## config.mk

```make
export PLATFORM = sky130hd
export DESIGN_NAME = usb_frame_timer
export DESIGN_NICKNAME = d
export VERILOG_FILES = /design/src/rtl/ftm_pkg.sv /design/src/rtl/ftm_cfg_regs.sv /design/src/rtl/ftm_remain_ctr.sv /design/src/rtl/ftm_frame_ctr.sv /design/src/rtl/usb_frame_timer.sv
export SDC_FILE = /design/constraint.sdc
export NUM_CORES = 1
export LEC_CHECK = 0
export ABC_AREA = 1
export BUFFER_PORTS_ARGS = -buffer_cell sky130_fd_sc_hd__clkbuf_2
export CAP_MARGIN = 20
export CORE_UTILIZATION = 50
export DETAILED_ROUTE_END_ITERATION = 6
export PLACE_DENSITY = 0.83
export SKIP_CTS_REPAIR_TIMING = 1
export SLEW_MARGIN = 20
export SYNTH_ARGS = -nofsm -noshare
export SYNTH_HDL_FRONTEND = slang
export SYNTH_HIERARCHICAL = 1
export SYNTH_SLANG_ARGS = --single-unit
```

## constraint.sdc

```tcl
create_clock -name clk -period 2.52 [get_ports clk]
set_input_delay 0.252 -clock clk [delete_from_list [all_inputs] [get_ports clk]]
set_output_delay 0.252 -clock clk [all_outputs]
set_load 0.1 [all_outputs]
```

## src/rtl/ftm_pkg.sv

```systemverilog
package ftm_pkg;
  localparam int FI_W    = 14;
  localparam int MPS_W   = 15;
  localparam int REG_W   = 32;
  localparam int RSVD_W  = 16 - FI_W;

  typedef struct packed {
    logic             tog;
    logic [MPS_W-1:0] mps;
    logic [RSVD_W-1:0] rsvd;
    logic [FI_W-1:0]  fi;
  } ivl_reg_t;
endpackage

```

## src/rtl/ftm_cfg_regs.sv

```systemverilog
module ftm_cfg_regs
  import ftm_pkg::*;
#(
  parameter int FI_RST  = 11999,
  parameter int MPS_RST = 0,
  parameter int PS_RST  = 10799
) (
  input  logic             clk,
  input  logic             rst,
  input  logic             ivl_wr,
  input  logic [REG_W-1:0] ivl_wdata,
  input  logic             thr_wr,
  input  logic [FI_W-1:0]  thr_wdata,
  output ivl_reg_t         ivl_q,
  output logic [FI_W-1:0]  thr_q,
  output logic [FI_W-1:0]  thr_d
);
  ivl_reg_t wr_val;

  always_comb begin
    wr_val      = ivl_reg_t'(ivl_wdata);
    wr_val.rsvd = '0;
    thr_d       = thr_wr ? thr_wdata : thr_q;
  end

  always_ff @(posedge clk) begin
    if (rst) begin
      ivl_q.tog  <= 1'b0;
      ivl_q.mps  <= MPS_W'(MPS_RST);
      ivl_q.rsvd <= '0;
      ivl_q.fi   <= FI_W'(FI_RST);
      thr_q      <= FI_W'(PS_RST);
    end else begin
      if (ivl_wr) ivl_q <= wr_val;
      thr_q <= thr_d;
    end
  end
endmodule

```

## src/rtl/ftm_remain_ctr.sv

```systemverilog
module ftm_remain_ctr
  import ftm_pkg::*;
(
  input  logic            clk,
  input  logic            rst,
  input  logic            bit_en,
  input  logic [FI_W-1:0] load_val,
  input  logic            load_tog,
  output logic [FI_W-1:0] rem_q,
  output logic [FI_W-1:0] rem_d,
  output logic            tog_q,
  output logic            reload
);
  logic tog_d;

  always_comb begin
    reload = bit_en && (rem_q == '0);
    rem_d  = rem_q;
    tog_d  = tog_q;
    if (reload) begin
      rem_d = load_val;
      tog_d = load_tog;
    end else if (bit_en) begin
      rem_d = rem_q - 1'b1;
    end
  end

  always_ff @(posedge clk) begin
    if (rst) begin
      rem_q <= '0;
      tog_q <= 1'b0;
    end else begin
      rem_q <= rem_d;
      tog_q <= tog_d;
    end
  end
endmodule

```

## src/rtl/ftm_frame_ctr.sv

```systemverilog
module ftm_frame_ctr #(
  parameter int FN_W = 16
) (
  input  logic            clk,
  input  logic            rst,
  input  logic            advance,
  output logic [FN_W-1:0] fn_q,
  output logic            sof_q,
  output logic            fno_q
);
  localparam int TOP = FN_W - 1;
  logic [FN_W-1:0] fn_next;

  assign fn_next = fn_q + 1'b1;

  always_ff @(posedge clk) begin
    if (rst) begin
      fn_q  <= '0;
      sof_q <= 1'b0;
      fno_q <= 1'b0;
    end else begin
      sof_q <= advance;
      fno_q <= advance && (fn_next[TOP] != fn_q[TOP]);
      if (advance) fn_q <= fn_next;
    end
  end
endmodule

```

## src/rtl/usb_frame_timer.sv

```systemverilog
module usb_frame_timer
  import ftm_pkg::*;
#(
  parameter int FN_W    = 16,
  parameter int FI_RST  = 11999,
  parameter int MPS_RST = 0,
  parameter int PS_RST  = 10799
) (
  input  logic             clk,
  input  logic             rst,
  input  logic             bit_en,
  input  logic             ivl_wr,
  input  logic [REG_W-1:0] ivl_wdata,
  input  logic             thr_wr,
  input  logic [FI_W-1:0]  thr_wdata,
  output logic [REG_W-1:0] ivl_q,
  output logic [FI_W-1:0]  thr_q,
  output logic [REG_W-1:0] remain_q,
  output logic [FN_W-1:0]  frame_num,
  output logic             sof_pulse,
  output logic             fno_pulse,
  output logic             periodic_pri
);
  localparam int PAD_W = REG_W - FI_W - 1;

  ivl_reg_t        ivl_s;
  logic [FI_W-1:0] thr_d;
  logic [FI_W-1:0] rem_q;
  logic [FI_W-1:0] rem_d;
  logic            tog_q;
  logic            reload;

  ftm_cfg_regs #(
    .FI_RST (FI_RST),
    .MPS_RST(MPS_RST),
    .PS_RST (PS_RST)
  ) u_cfg (
    .clk      (clk),
    .rst      (rst),
    .ivl_wr   (ivl_wr),
    .ivl_wdata(ivl_wdata),
    .thr_wr   (thr_wr),
    .thr_wdata(thr_wdata),
    .ivl_q    (ivl_s),
    .thr_q    (thr_q),
    .thr_d    (thr_d)
  );

  ftm_remain_ctr u_rem (
    .clk     (clk),
    .rst     (rst),
    .bit_en  (bit_en),
    .load_val(ivl_s.fi),
    .load_tog(ivl_s.tog),
    .rem_q   (rem_q),
    .rem_d   (rem_d),
    .tog_q   (tog_q),
    .reload  (reload)
  );

  ftm_frame_ctr #(.FN_W(FN_W)) u_fn (
    .clk    (clk),
    .rst    (rst),
    .advance(reload),
    .fn_q   (frame_num),
    .sof_q  (sof_pulse),
    .fno_q  (fno_pulse)
  );

  always_ff @(posedge clk) begin
    if (rst) periodic_pri <= 1'b1;
    else     periodic_pri <= (rem_d <= thr_d);
  end

  assign ivl_q    = REG_W'(ivl_s);
  assign remain_q = {tog_q, {PAD_W{1'b0}}, rem_q};
endmodule

```

# Word-level counts from Yosys, hierarchy flattened
# Index checks and enable logic that the tools add are counted.
# Widths: inputs -> output; s select.
# totals
latchBits,0
regBits,78
n_memories,0
mem_bits_ro,0
mem_bits_rw,0
out_inout_bits,97
# classes
magnitude_cmp,1
mul,0
n_addsub,2
n_reduce_logical,3
n_eq_ne,1
n_div,0
n_shift,0
bitwise,0
n_mux,3
# op_table
op,n
$mux 14,3
$add 16x1->16 const B,1
$le 14x14->1,1
$logic_not 14->1,1
$sub 14x1->14 const B,1
$logic_and 1x1->1,2
$ne 1x1->1,1

# Longest topological paths before layout
# Gate-level depths: netlist of the first run.
# depth
depth_word,4
mapped_depth,19

# By module
# The synthesis of the first run kept the hierarchy.
# by_module_without_submodules
mod,area_per_inst_um2,instances,cells_per_inst,seq_area_each_um2
ftm_cfg_regs,1660.3,1,226,880.8
ftm_remain_ctr,1113.6,1,178,300.3
ftm_frame_ctr,830.8,1,121,360.3
usb_frame_timer,568.0,1,92,20.0

# Worst setup path after synthesis of the first run
# Ideal clock, no wire load.
# synth_path
path_type,register -> register
from,register u_rem.rem_q[0]
to,register periodic_pri
path_stages_with_launch,17
path_slack_ns,-0.288
path_buffers,0
arrival_ns,2.695
required_time_ns,2.407
path_cell_list,dfxtp_1 inv_1 ha_1 nand2_4 nor3_4 nand2_4 clkinv_2 nand2_1 nand2_1 ha_1 nand2_1 nor2_1 nand2_1 nand3_1 nand2_1 nand2_1 nand2_1
# synth_between
elab_chain_cells,4
# synth_rtl
element,line,text
start: declaration,ftm_remain_ctr.sv:9,"output logic [FI_W-1:0] rem_q,"
start signal: assignment,ftm_remain_ctr.sv:33,rem_q <= rem_d;
$logic_not 14->1,ftm_remain_ctr.sv:17,reload = bit_en && (rem_q == '0);
$logic_and 1x1->1,ftm_remain_ctr.sv:17,
net reload,usb_frame_timer.sv:31,logic reload;
$mux 14,ftm_remain_ctr.sv:20,if (reload) begin
net rem_d[4],usb_frame_timer.sv:29,logic [FI_W-1:0] rem_d;
$le 14x14->1,usb_frame_timer.sv:72,else periodic_pri <= (rem_d <= thr_d);
end signal: assignment,usb_frame_timer.sv:72,
end: declaration,usb_frame_timer.sv:22,output logic periodic_pri
# The timed path passes the listed nets, and every way through them passes these cells.
# A chain may end at the register's enable or synchronous reset.

# Final worst setup path of the first run
# Ends and elaborated chain as after synthesis.

==> results.yml, run 1 <==
global_route:
  grt_usage: 0.2307
  grt-ovfl-total: 0
  grt_pass1_vias: 3764
  grt_pass1_wl_mm: 15.89
  grt_max_degree: 39
  antenna_found_initial: 0
power_and_ir_drop:
  power_density_nw_per_um2: 1168
  vdd_drop_max_v: 0.0005111
  total_power_w: 0.005829
  leakagePower_nw: 2.768
placement:
  dp_hpwl_mm: 7.742
  io_buffer_count: 126
  place_congestion: 0.9270
  dp_cells: 829
  place_area_um2: 4758
sta:
  hold_ws_ns: 0.1210
  timing.final.crit_share: 0.9367
  finalSetupViolCount: 0
  fin_skew_ns: 0.006986
  finalHoldViolations: 0
  period_needed_ns: 2.360
  slew_violations: 0
  worst_pin_slew_ns: 0.9212
  fmax_ghz: 0.4236
  relSlewSlack: 0.3852
synth:
  netlist_instances: 617
  syn_area_um2: 4173
  ys_ff_latch: 78
  ys_seq_area_frac: 0.3742
  ys_types: 31
  avgSynthCellArea_um2: 6.763
  ys_warn_count: 6
critical_path:
  path_class: "reg -> reg"
  cp.depth: 17
  slowest_delay_ns: 0.35
  cpMostUsedCell: "nand2_1"
  crit_chain: "inv_1, ha_1, nand2_4, nor3_4, nand2_4, clkinv_2, nand2_1, nand2_1, inv_1, ha_1, nand2_1, nor2_2, nand3_2, clkinv_1, nand2_1, nand2_1, nand2_1"
  path_delay_family: "simple AND/OR/NAND/NOR gates"
  worstRegToRegCells: 17
  cp-end-kind: "flip-flop"
  path_buf_inv: 4
  r2r_slack_ns: 0.16
  critPathArrivalTime_ns: 2.59
  start_kind: "flip-flop"
  cp.required_ns: 2.75
  crit_fanout: 11
  cp_slowest_cell: "dfxtp_2"
clocking:
  cts_sinks: 78
  clk_latency_ns: 0.34
  clockBufferDepth: 2
  cts_tree: "built"
  clk_pin_slew_ns: 0.08
  htree_levels: 3
  root_buffer: "clkbuf_8"
  numCtsBuffers: 9
floorplan:
  dieArea_um2: 8715
  initial_core_util: 0.5290
  io_pins: 148
  row_count: 32
  die_w_um: 93.36
  die_h_um: 93.36
  core_area_um2: 7888
status:
  outcome: "finished clean"
detailed_routing:
  firstDrtPassIters: 4
  wirelength_mm: 9.994
  routed.top_layer: "met4"
  drc: 0
  dr_wl_met2_mm: 4.785
  postRouteAntennaNets: 0
  wl_met3_um: 701
  first_iter_violations: 185
  routedWlPerCell_um: 11.77
  via_per_inst: 4.866
  drt-met1-wl_mm: 4.370
  vias: 4131
run:
  cap_violations: 0
finish:
  layout.nets: 812
  fin_area_um2: 4992
  area_growth_pct: 19.64
  n_antenna_cell: 0
  stdcell_count: 849
  final_layout_size_suffix_gt1_frac: 0.2597
min_path:
  hold_path.class: "in -> reg"
  hold_depth: 3
cells in the mapped netlist (all sizes together):
| library cell | count | area [um2] |
|---|---|---|
| nor3 | 3 | 26.28 |
| or2 | 1 | 6.260 |
| xnor2 | 1 | 8.760 |
| a31oi | 1 | 6.260 |
| xor2 | 1 | 8.760 |
| o21bai | 2 | 15.01 |
| nand3 | 46 | 240.2 |
| clkinv | 2 | 8.750 |
| conb | 2 | 7.510 |
| dfxtp | 78 | 1562 |
| buf | 33 | 252.7 |
| inv | 83 | 311.5 |
| a21oi | 17 | 85.08 |
| nand4 | 4 | 25.02 |
| and2 | 1 | 6.260 |
| o21ai | 37 | 211.5 |
| ha | 17 | 212.7 |
| nand2 | 170 | 678.2 |
| nor2 | 115 | 489.2 |
| clkbuf | 3 | 11.26 |
cell families after synthesis:
kind of cell | Yosys count | synth area share
xor+xnor | 2 | 0.004199
flops | 78 | 0.3742
simple gates | 340 | 0.3526
buf+inv | 121 | 0.1400
other cells | 2 | 0.001800
compound gates | 57 | 0.07616
fa+ha+maj | 17 | 0.05097
stage by stage:
stage	TNS (ns)	utilization	worst slack (ns)
final	0	0.6329	0.1595
after global routing	-0.01248	0.6329	-0.01248
after CTS	0	0.6256	0.07027
after detailed placement	0	0.6033	0.1052
after global placement	0	0.6033	0.2144
after floorplan	0	-	0.02223
layout by cell type (no fill, tap or decap), types with 2 or more instances in the layout:
cell type	n
nand3_1	44
a21oi_1	17
inv_2	7
nand3_2	2
nor3_1	2
o21ai_2	7
nand2_2	7
nand4_1	4
o21ai_0	30
ha_1	17
nand2_4	3
nor2_4	5
dfxtp_1	74
nor2_1	102
clkinv_2	4
clkbuf_2	126
inv_1	76
nor2_2	8
conb_1	19
dfxtp_2	4
nand2_1	160
buf_4	8
o21bai_1	2
clkbuf_8	9
registers in the layout (all words and copies together), names as in the netlist:
| register | flops |
|---|---|
| periodic_pri | 1 |
| u_fn/sof_q | 1 |
| u_fn/fno_q | 1 |
| u_cfg/thr_q | 14 |
| u_cfg/ivl_q | 30 |
| u_fn/fn_q | 16 |
| u_rem/tog_q | 1 |
| u_rem/rem_q | 14 |
worst reg2reg max path, stage by stage, from the launching register on:
cell and delay (ns):
dfxtp_2 0.35, inv_1 0.12, ha_1 0.23, nand2_4 0.07, nor3_4 0.21, nand2_4 0.14
clkinv_2 0.12, nand2_1 0.07, nand2_1 0.08, inv_1 0.05, ha_1 0.29, nand2_1 0.09
nor2_2 0.16, nand3_2 0.09, clkinv_1 0.05, nand2_1 0.05, nand2_1 0.06, nand2_1 0.05
cell type report:
| cell class | count | area [um2] |
|---|---|---|
| Clock buffer | 9 | 123.9 |
| Clock inverter | 5 | 52.55 |
| Fill cell | 729 | 2895 |
| Inverter | 85 | 320.3 |
| Multi-Input combinational cell | 435 | 2091 |
| Sequential cell | 78 | 1567 |
| Tap cell | 102 | 127.6 |
| Timing Repair Buffer | 135 | 710.7 |
routing by layer:
layer,GRT usage,vias to the layer above
li1,-,2112
met3,0.04715,12
met2,0.4105,147
met4,0.07949,0
met1,0.2741,1860
met5,0,-
power breakdown:
part	total, W	internal (W)	switching (W)
Combinational	0.00337	0.000815	0.00255
Clock	0.000874	0.000441	0.000433
Sequential	0.00158	0.00140	0.000181
path summary, 6_finish.rpt:
kind	start	to
min	ivl_wdata[2]	u_cfg/ivl_q[2]
min reg2reg	u_cfg/thr_q[5]	u_cfg/thr_q[5]
max reg2reg	u_rem/rem_q[0]	periodic_pri
max	u_rem/rem_q[0]	periodic_pri
Note: power is estimated with default switching activity, not from simulation.
==> run 2: changes to the inputs <==
- BUFFER_PORTS_ARGS: -buffer_cell sky130_fd_sc_hd__clkbuf_2 -> -buffer_cell sky130_fd_sc_hd__buf_2
- clock period: 2.52 -> 2.7 ns (I/O delays scaled with it)
==> run 2 against run 1 <==
  * Clock power is 8.5% higher
  * Clock skew up 0.0045 ns
  * Final area down 0.50%
  * Global-route usage rose by 1.9 points
  * Critical path type unchanged
  * Critical endpoint unchanged
  * Largest cell class unchanged
  * Largest power group unchanged
  * Highest routed layer unchanged
==> results.yml, run 2 (synthesized netlist as in run 1, its figures left out) <==
global_route:
  grt_pass1_wl_mm: 17.13
  antenna_found_initial: 0
  grt-ovfl-total: 0
  grt_usage: 0.2497
  grt_pass1_vias: 3897
  grt_max_degree: 39
sta:
  timing.final.crit_share: 0.9187
  relSlewSlack: 0.4100
  slew_violations: 0
  period_needed_ns: 2.480
  fin_skew_ns: 0.01151
  fmax_ghz: 0.4032
  finalHoldViolations: 0
  worst_pin_slew_ns: 0.8840
  setup_tns_ns: 0
  hold_ws_ns: 0.1211
  grt_setup_unrepaired: "false"
  finalSetupViolCount: 0
critical_path:
  crit_fanout: 19
  start_kind: "flip-flop"
  path_class: "reg -> reg"
  r2r_slack_ns: 0.22
  critPathArrivalTime_ns: 2.78
  cp-end-kind: "flip-flop"
  cp.required_ns: 3.00
power_and_ir_drop:
  swShare: 0.5460
  seq_power_share: 0.262
  total_power_w: 0.005604
  leakagePower_nw: 2.741
  p_int_w: 0.002545
  clockPowerShare: 0.169
  power_density_nw_per_um2: 1128
  p_sw_w: 0.003060
  p_comb_frac: 0.568
  vdd_drop_max_v: 0.0004883
floorplan:
  io_pins: 148
  core_area_um2: 7888
  row_count: 32
  die_h_um: 93.36
  die_w_um: 93.36
  dieArea_um2: 8715
  initial_core_util: 0.5290
detailed_routing:
  firstDrtPassIters: 5
  postRouteAntennaNets: 0
  via_per_inst: 4.974
  routedWlPerCell_um: 12.18
  vias: 4193
  wirelength_mm: 10.27
  first_iter_violations: 214
  drc: 0
finish:
  registers.top_by_ff_count: "u_cfg/ivl_q"
  regArea_um2: 1564
  stdcell_count: 843
  multi_input_area_um2: 2100
  nFillCells: 712
  area_growth_pct: 19.04
  n_antenna_cell: 0
  final_layout_size_suffix_gt1_frac: 0.2497
  mostFrequentLayoutCells: "160 x nand2_1, 126 x buf_2, 102 x nor2_1"
  largest_reg_flops: 30
  layout.nets: 804
  final_common_cell: "nand2_1"
  largestRegisters: "u_cfg/ivl_q (30), u_fn/fn_q (16)"
clocking:
  clockBufferDepth: 2
  numCtsBuffers: 9
  root_buffer: "clkbuf_8"
  htree_levels: 3
  cts_sinks: 78
  clk_pin_slew_ns: 0.08
  cts_tree: "built"
  clk_latency_ns: 0.36
placement:
  dp_hpwl_mm: 7.751
  place_congestion: 0.9427
  dp_cells: 827
  io_buffer_count: 126
min_path:
  hold_path.class: "in -> reg"
run:
  cap_violations: 0
status:
  outcome: "finished clean"
[run 2: cell count changes in the layout (fill, tap and decap cells not counted), sizes merged]
cell,delta
buf,+118
bufinv,+1
clkbuf,-125
clkinv,-1
inv,+1
[run 2: path summary, 6_finish.rpt]
check / from / end / cells past startpoint
worst max-delay path: u_rem/rem_q[0] / periodic_pri / 17
worst min-delay path: ivl_wdata[13] / u_cfg/ivl_q[13] / 3
worst max register to register: u_rem/rem_q[0] / periodic_pri / 17
worst min register to register: u_cfg/thr_q[0] / u_cfg/thr_q[0] / 2
[run 2: area by class of cell]
| class | count | area share |
|---|---|---|
| multi-input cells | 435 | 0.4227 |
| flip-flops and latches | 78 | 0.3149 |
| repair buffers | 127 | 0.1285 |
| inverters | 85 | 0.06524 |
| clock buffers | 10 | 0.02569 |
| well taps | 102 | 0.02569 |
| clock inverters | 6 | 0.01738 |
[run 2: worst max-delay path, stage by stage (launching register included)]
cell,delay [ns]
dfxtp_2,0.34
inv_1,0.11
ha_1,0.23
nand2_4,0.07
nor3_4,0.25
nand2_8,0.16
inv_6,0.14
nand2_1,0.06
nand2_1,0.08
inv_1,0.06
ha_1,0.28
nand2_1,0.10
inv_1,0.05
nand2_1,0.08
nand2_1,0.06
a21oi_1,0.18
nand2_1,0.09
nand2_1,0.06
[run 2: metrics by stage]
step / worst slack (ns) / cell area (um2) / util
floorplan: 0.1519 / 4239 / -
global placement: 0.3073 / 4741 / 0.6010
detailed placement: 0.2452 / 4741 / 0.6010
CTS: 0.1587 / 4955 / 0.6282
global route: 0.01255 / 4967 / 0.6298
finish: 0.2196 / 4967 / 0.6298
[run 2: power by group through the flow]
stage	Combinational [W]	Sequential, W	Clock, W
6_report	0.00319	0.00147	0.000948
5_1_grt	0.00345	0.00149	0.00102
4_1_cts	0.00313	0.00147	0.000961
3_5_place_dp	0.00308	0.00149	0
3_3_place_gp	0.00300	0.00149	0
2_1_floorplan	0.00155	0.00251	0
[run 2: per-layer routing]
metal | routed length (um) | global-route usage | vias up
li1 | - | - | 2097
met1 | 4310 | 0.2958 | 1895
met2 | 4947 | 0.4350 | 176
met3 | 766 | 0.05610 | 25
met4 | 242 | 0.1000 | 0
met5 | 0 | 0 | -
==> run 3: changes to the inputs <==
- ABC_AREA: 1 -> unset
- PLACE_DENSITY: 0.83 -> 0.84
==> run 3 against run 2 <==
  * The flow now finishes with violations (negative setup slack)
  * Critical endpoint unchanged
  * Via count down 13%
  * Final area up 3.2%
  * Utilization rose by 3.1 points
  * Synthesized cell count fell by 30%
  * Largest cell class unchanged
  * Power is 2.3% lower
  * Clock power is 8% higher
  * Critical path depth decreased by 7
  * Highest routed layer unchanged
  * Sequential share of layout area fell by 0.31 points
  * Global-route usage shrank 1.6 points
==> results.yml, run 3 <==
status:
  outcome: "complete, but fails checks"
  violations: "negative setup slack"
floorplan:
  core_area_um2: 7767
  row_count: 32
  initial_core_util: 0.5208
  dieArea_um2: 8454
  die_h_um: 91.95
  io_pins: 148
  die_w_um: 91.95
placement:
  place_congestion: 0.8700
  io_buffer_count: 126
  dp_hpwl_mm: 7.239
  place_area_um2: 4848
clocking:
  cts_tree: "built"
  cts_sinks: 78
  htree_levels: 3
  clk_latency_ns: 0.34
  clockBufferDepth: 2
  numCtsBuffers: 9
  root_buffer: "clkbuf_8"
  clk_pin_slew_ns: 0.08
synth:
  ys_ff_latch: 78
  synth.most_common_cell: "dfxtp_1"
  netlist_instances: 430
  syn_area_um2: 4045
  synth.area.top_cells: "dfxtp_1 39%, ha_1 5.3%, mux2i_1 5.2%"
  synthArstFlopShare: 0
  ys_types: 53
  avgSynthCellArea_um2: 9.407
  synthFlopType: "dfxtp_1"
  ys_warn_count: 6
  yosysTopAreaCell: "dfxtp_1"
  synthTopCellsByCount: "78 x dfxtp_1, 51 x nor2_1, 26 x a21oi_1"
  ys_seq_area_frac: 0.3860
  synth_top_area_share: 0.3860
  synth-edff-count: 0
sta:
  period_needed_ns: 2.835
  setup_slack_ns: -0.1354
  timing.final.crit_share: 1.050
  worst_pin_slew_ns: 0.9964
  fmax_ghz: 0.3527
  finalSetupViolCount: 1
  relSlewSlack: 0.3357
  fin_skew_ns: 0.006840
  slew_violations: 0
  finalHoldViolations: 0
  grt_setup_unrepaired: "true"
  hold_ws_ns: 0.1262
finish:
  area_growth_pct: 26.79
  final_core_util: 0.6603
  layout.nets: 641
  largest_reg_flops: 30
  final_layout_size_suffix_gt1_frac: 0.3962
  mostFrequentLayoutCells: "126 x buf_2, 64 x dfxtp_1, 49 x nor2_1"
  largestRegisters: "u_cfg/ivl_q (30), u_fn/fn_q (16)"
  final_common_cell: "buf_2"
  registers.top_by_ff_count: "u_cfg/ivl_q"
  fin_area_um2: 5129
  n_antenna_cell: 0
critical_path:
  timing.rr.start: "u_rem/rem_q[11]"
  path_class: "reg -> reg"
  timing.rr.end: "periodic_pri"
  worstRegToRegCells: 10
  cp-end-kind: "flip-flop"
  cpMostUsedCell: "nor4_4"
  cp_slowest_cell: "or4_1"
  slowest_delay_ns: 0.57
  crit_chain: "or4_1, nor4_4, buf_4, nand2_4, a21oi_1, ha_1, nand2_1, nor4_4, o31ai_1, a221o_1"
  r2r_slack_ns: -0.14
  cp.required_ns: 2.93
  crit_fanout: 14
  start_kind: "flip-flop"
  critPathArrivalTime_ns: 3.06
min_path:
  hold_path.class: "in -> reg"
  min-delay-start: "ivl_wdata[13]"
  worstHoldEndpoint: "u_cfg/ivl_q[13]"
  hold_depth: 2
power_and_ir_drop:
  p_sw_w: 0.002650
  leakagePower_nw: 2.470
  swShare: 0.4838
  p_comb_frac: 0.547
  vdd_drop_max_v: 0.0004544
  seq_power_share: 0.268
  power_density_nw_per_um2: 1068
  p_int_w: 0.002827
  clockPowerShare: 0.185
detailed_routing:
  first_iter_violations: 201
  wirelength_mm: 9.675
  postRouteAntennaNets: 0
  firstDrtPassIters: 4
  via_per_inst: 5.344
  drc: 0
  routedWlPerCell_um: 14.23
  vias: 3634
global_route:
  antenna_found_initial: 0
  grt_max_degree: 58
  grt_pass1_wl_mm: 15.64
  grt_usage: 0.2334
  grt_pass1_vias: 3457
  grt-ovfl-total: 0
run:
  cap_violations: 0
[run 3: cells by family (layout without fill, tap and decap cells)]
kind of cell,Yosys count,count (layout),share of synthesized area
AOI/OAI and AO/OA,62,62,0.1039
xor gates and xnor gates,12,12,0.02598
adders and majority gates,17,17,0.05258
buffers and inverters,59,190,0.08753
DFF,78,78,0.3860
muxes,40,40,0.1123
other,2,19,0.001857
and+or+nand+nor,160,160,0.2298
[run 3: worst max path at each step]
stage | from | endpoint | cells past startpoint
after floorplan | u_rem/rem_q[4] | periodic_pri | 10
final | u_rem/rem_q[11] | periodic_pri | 10
after global routing | u_rem/rem_q[0] | periodic_pri | 11
after CTS | u_rem/rem_q[0] | periodic_pri | 13
after detailed placement | u_rem/rem_q[0] | periodic_pri | 13
after global placement | u_rem/rem_q[0] | periodic_pri | 13
[run 3: power groups by stage]
stage               Clock [W]  Combinational, W  Sequential (W)
floorplan                   0           0.00133         0.00242
global placement            0           0.00286         0.00147
detailed placement          0           0.00293         0.00148
CTS                   0.00104           0.00294         0.00146
global route          0.00109           0.00319         0.00149
finish                0.00102           0.00299         0.00147
[run 3: area by class of cell]
class	instances	area [um2]
Clock buffer	12	187.7
Clock inverter	4	56.30
Fill cell	663	2639
Inverter	18	67.56
Multi-Input combinational cell	310	2231
Sequential cell	78	1599
Tap cell	102	127.6
Timing Repair Buffer	156	859.6
[run 3: per-layer routing]
layer  routed length, um  up-vias  global-route usage
li1                    -     1761                   -
met1                4159     1701              0.2886
met2                4658      151              0.3837
met3                 630       21             0.05224
met4                 227        0              0.1120
met5                   0        -                   0
[run 3: per-stage QoR]
| step | std cells | power (W) | setup slack [ns] | TNS, ns |
|---|---|---|---|---|
| 6_report | 680 | 0.005477 | -0.1354 | -0.1354 |
| 4_1_cts | 679 | 0.005441 | -0.2688 | -0.2688 |
| 3_5_place_dp | 663 | 0.004409 | -0.2396 | -0.2396 |
| 5_1_grt | 680 | 0.005766 | -0.2713 | -0.2713 |
| 2_1_floorplan | 447 | 0.003750 | -0.09228 | -0.09228 |
| 3_3_place_gp | 663 | 0.004334 | -0.1146 | -0.1146 |
[run 3: worst max-delay path: cells and delay by family (launching register included)]
kind / cells / cell delay (ns)
flip-flops: 1 / 0.37
adder cells (fa/ha/maj): 1 / 0.18
AO/OA/AOI/OAI: 3 / 0.68
buffers and inverters: 1 / 0.17
AND/OR/NAND/NOR: 5 / 1.32
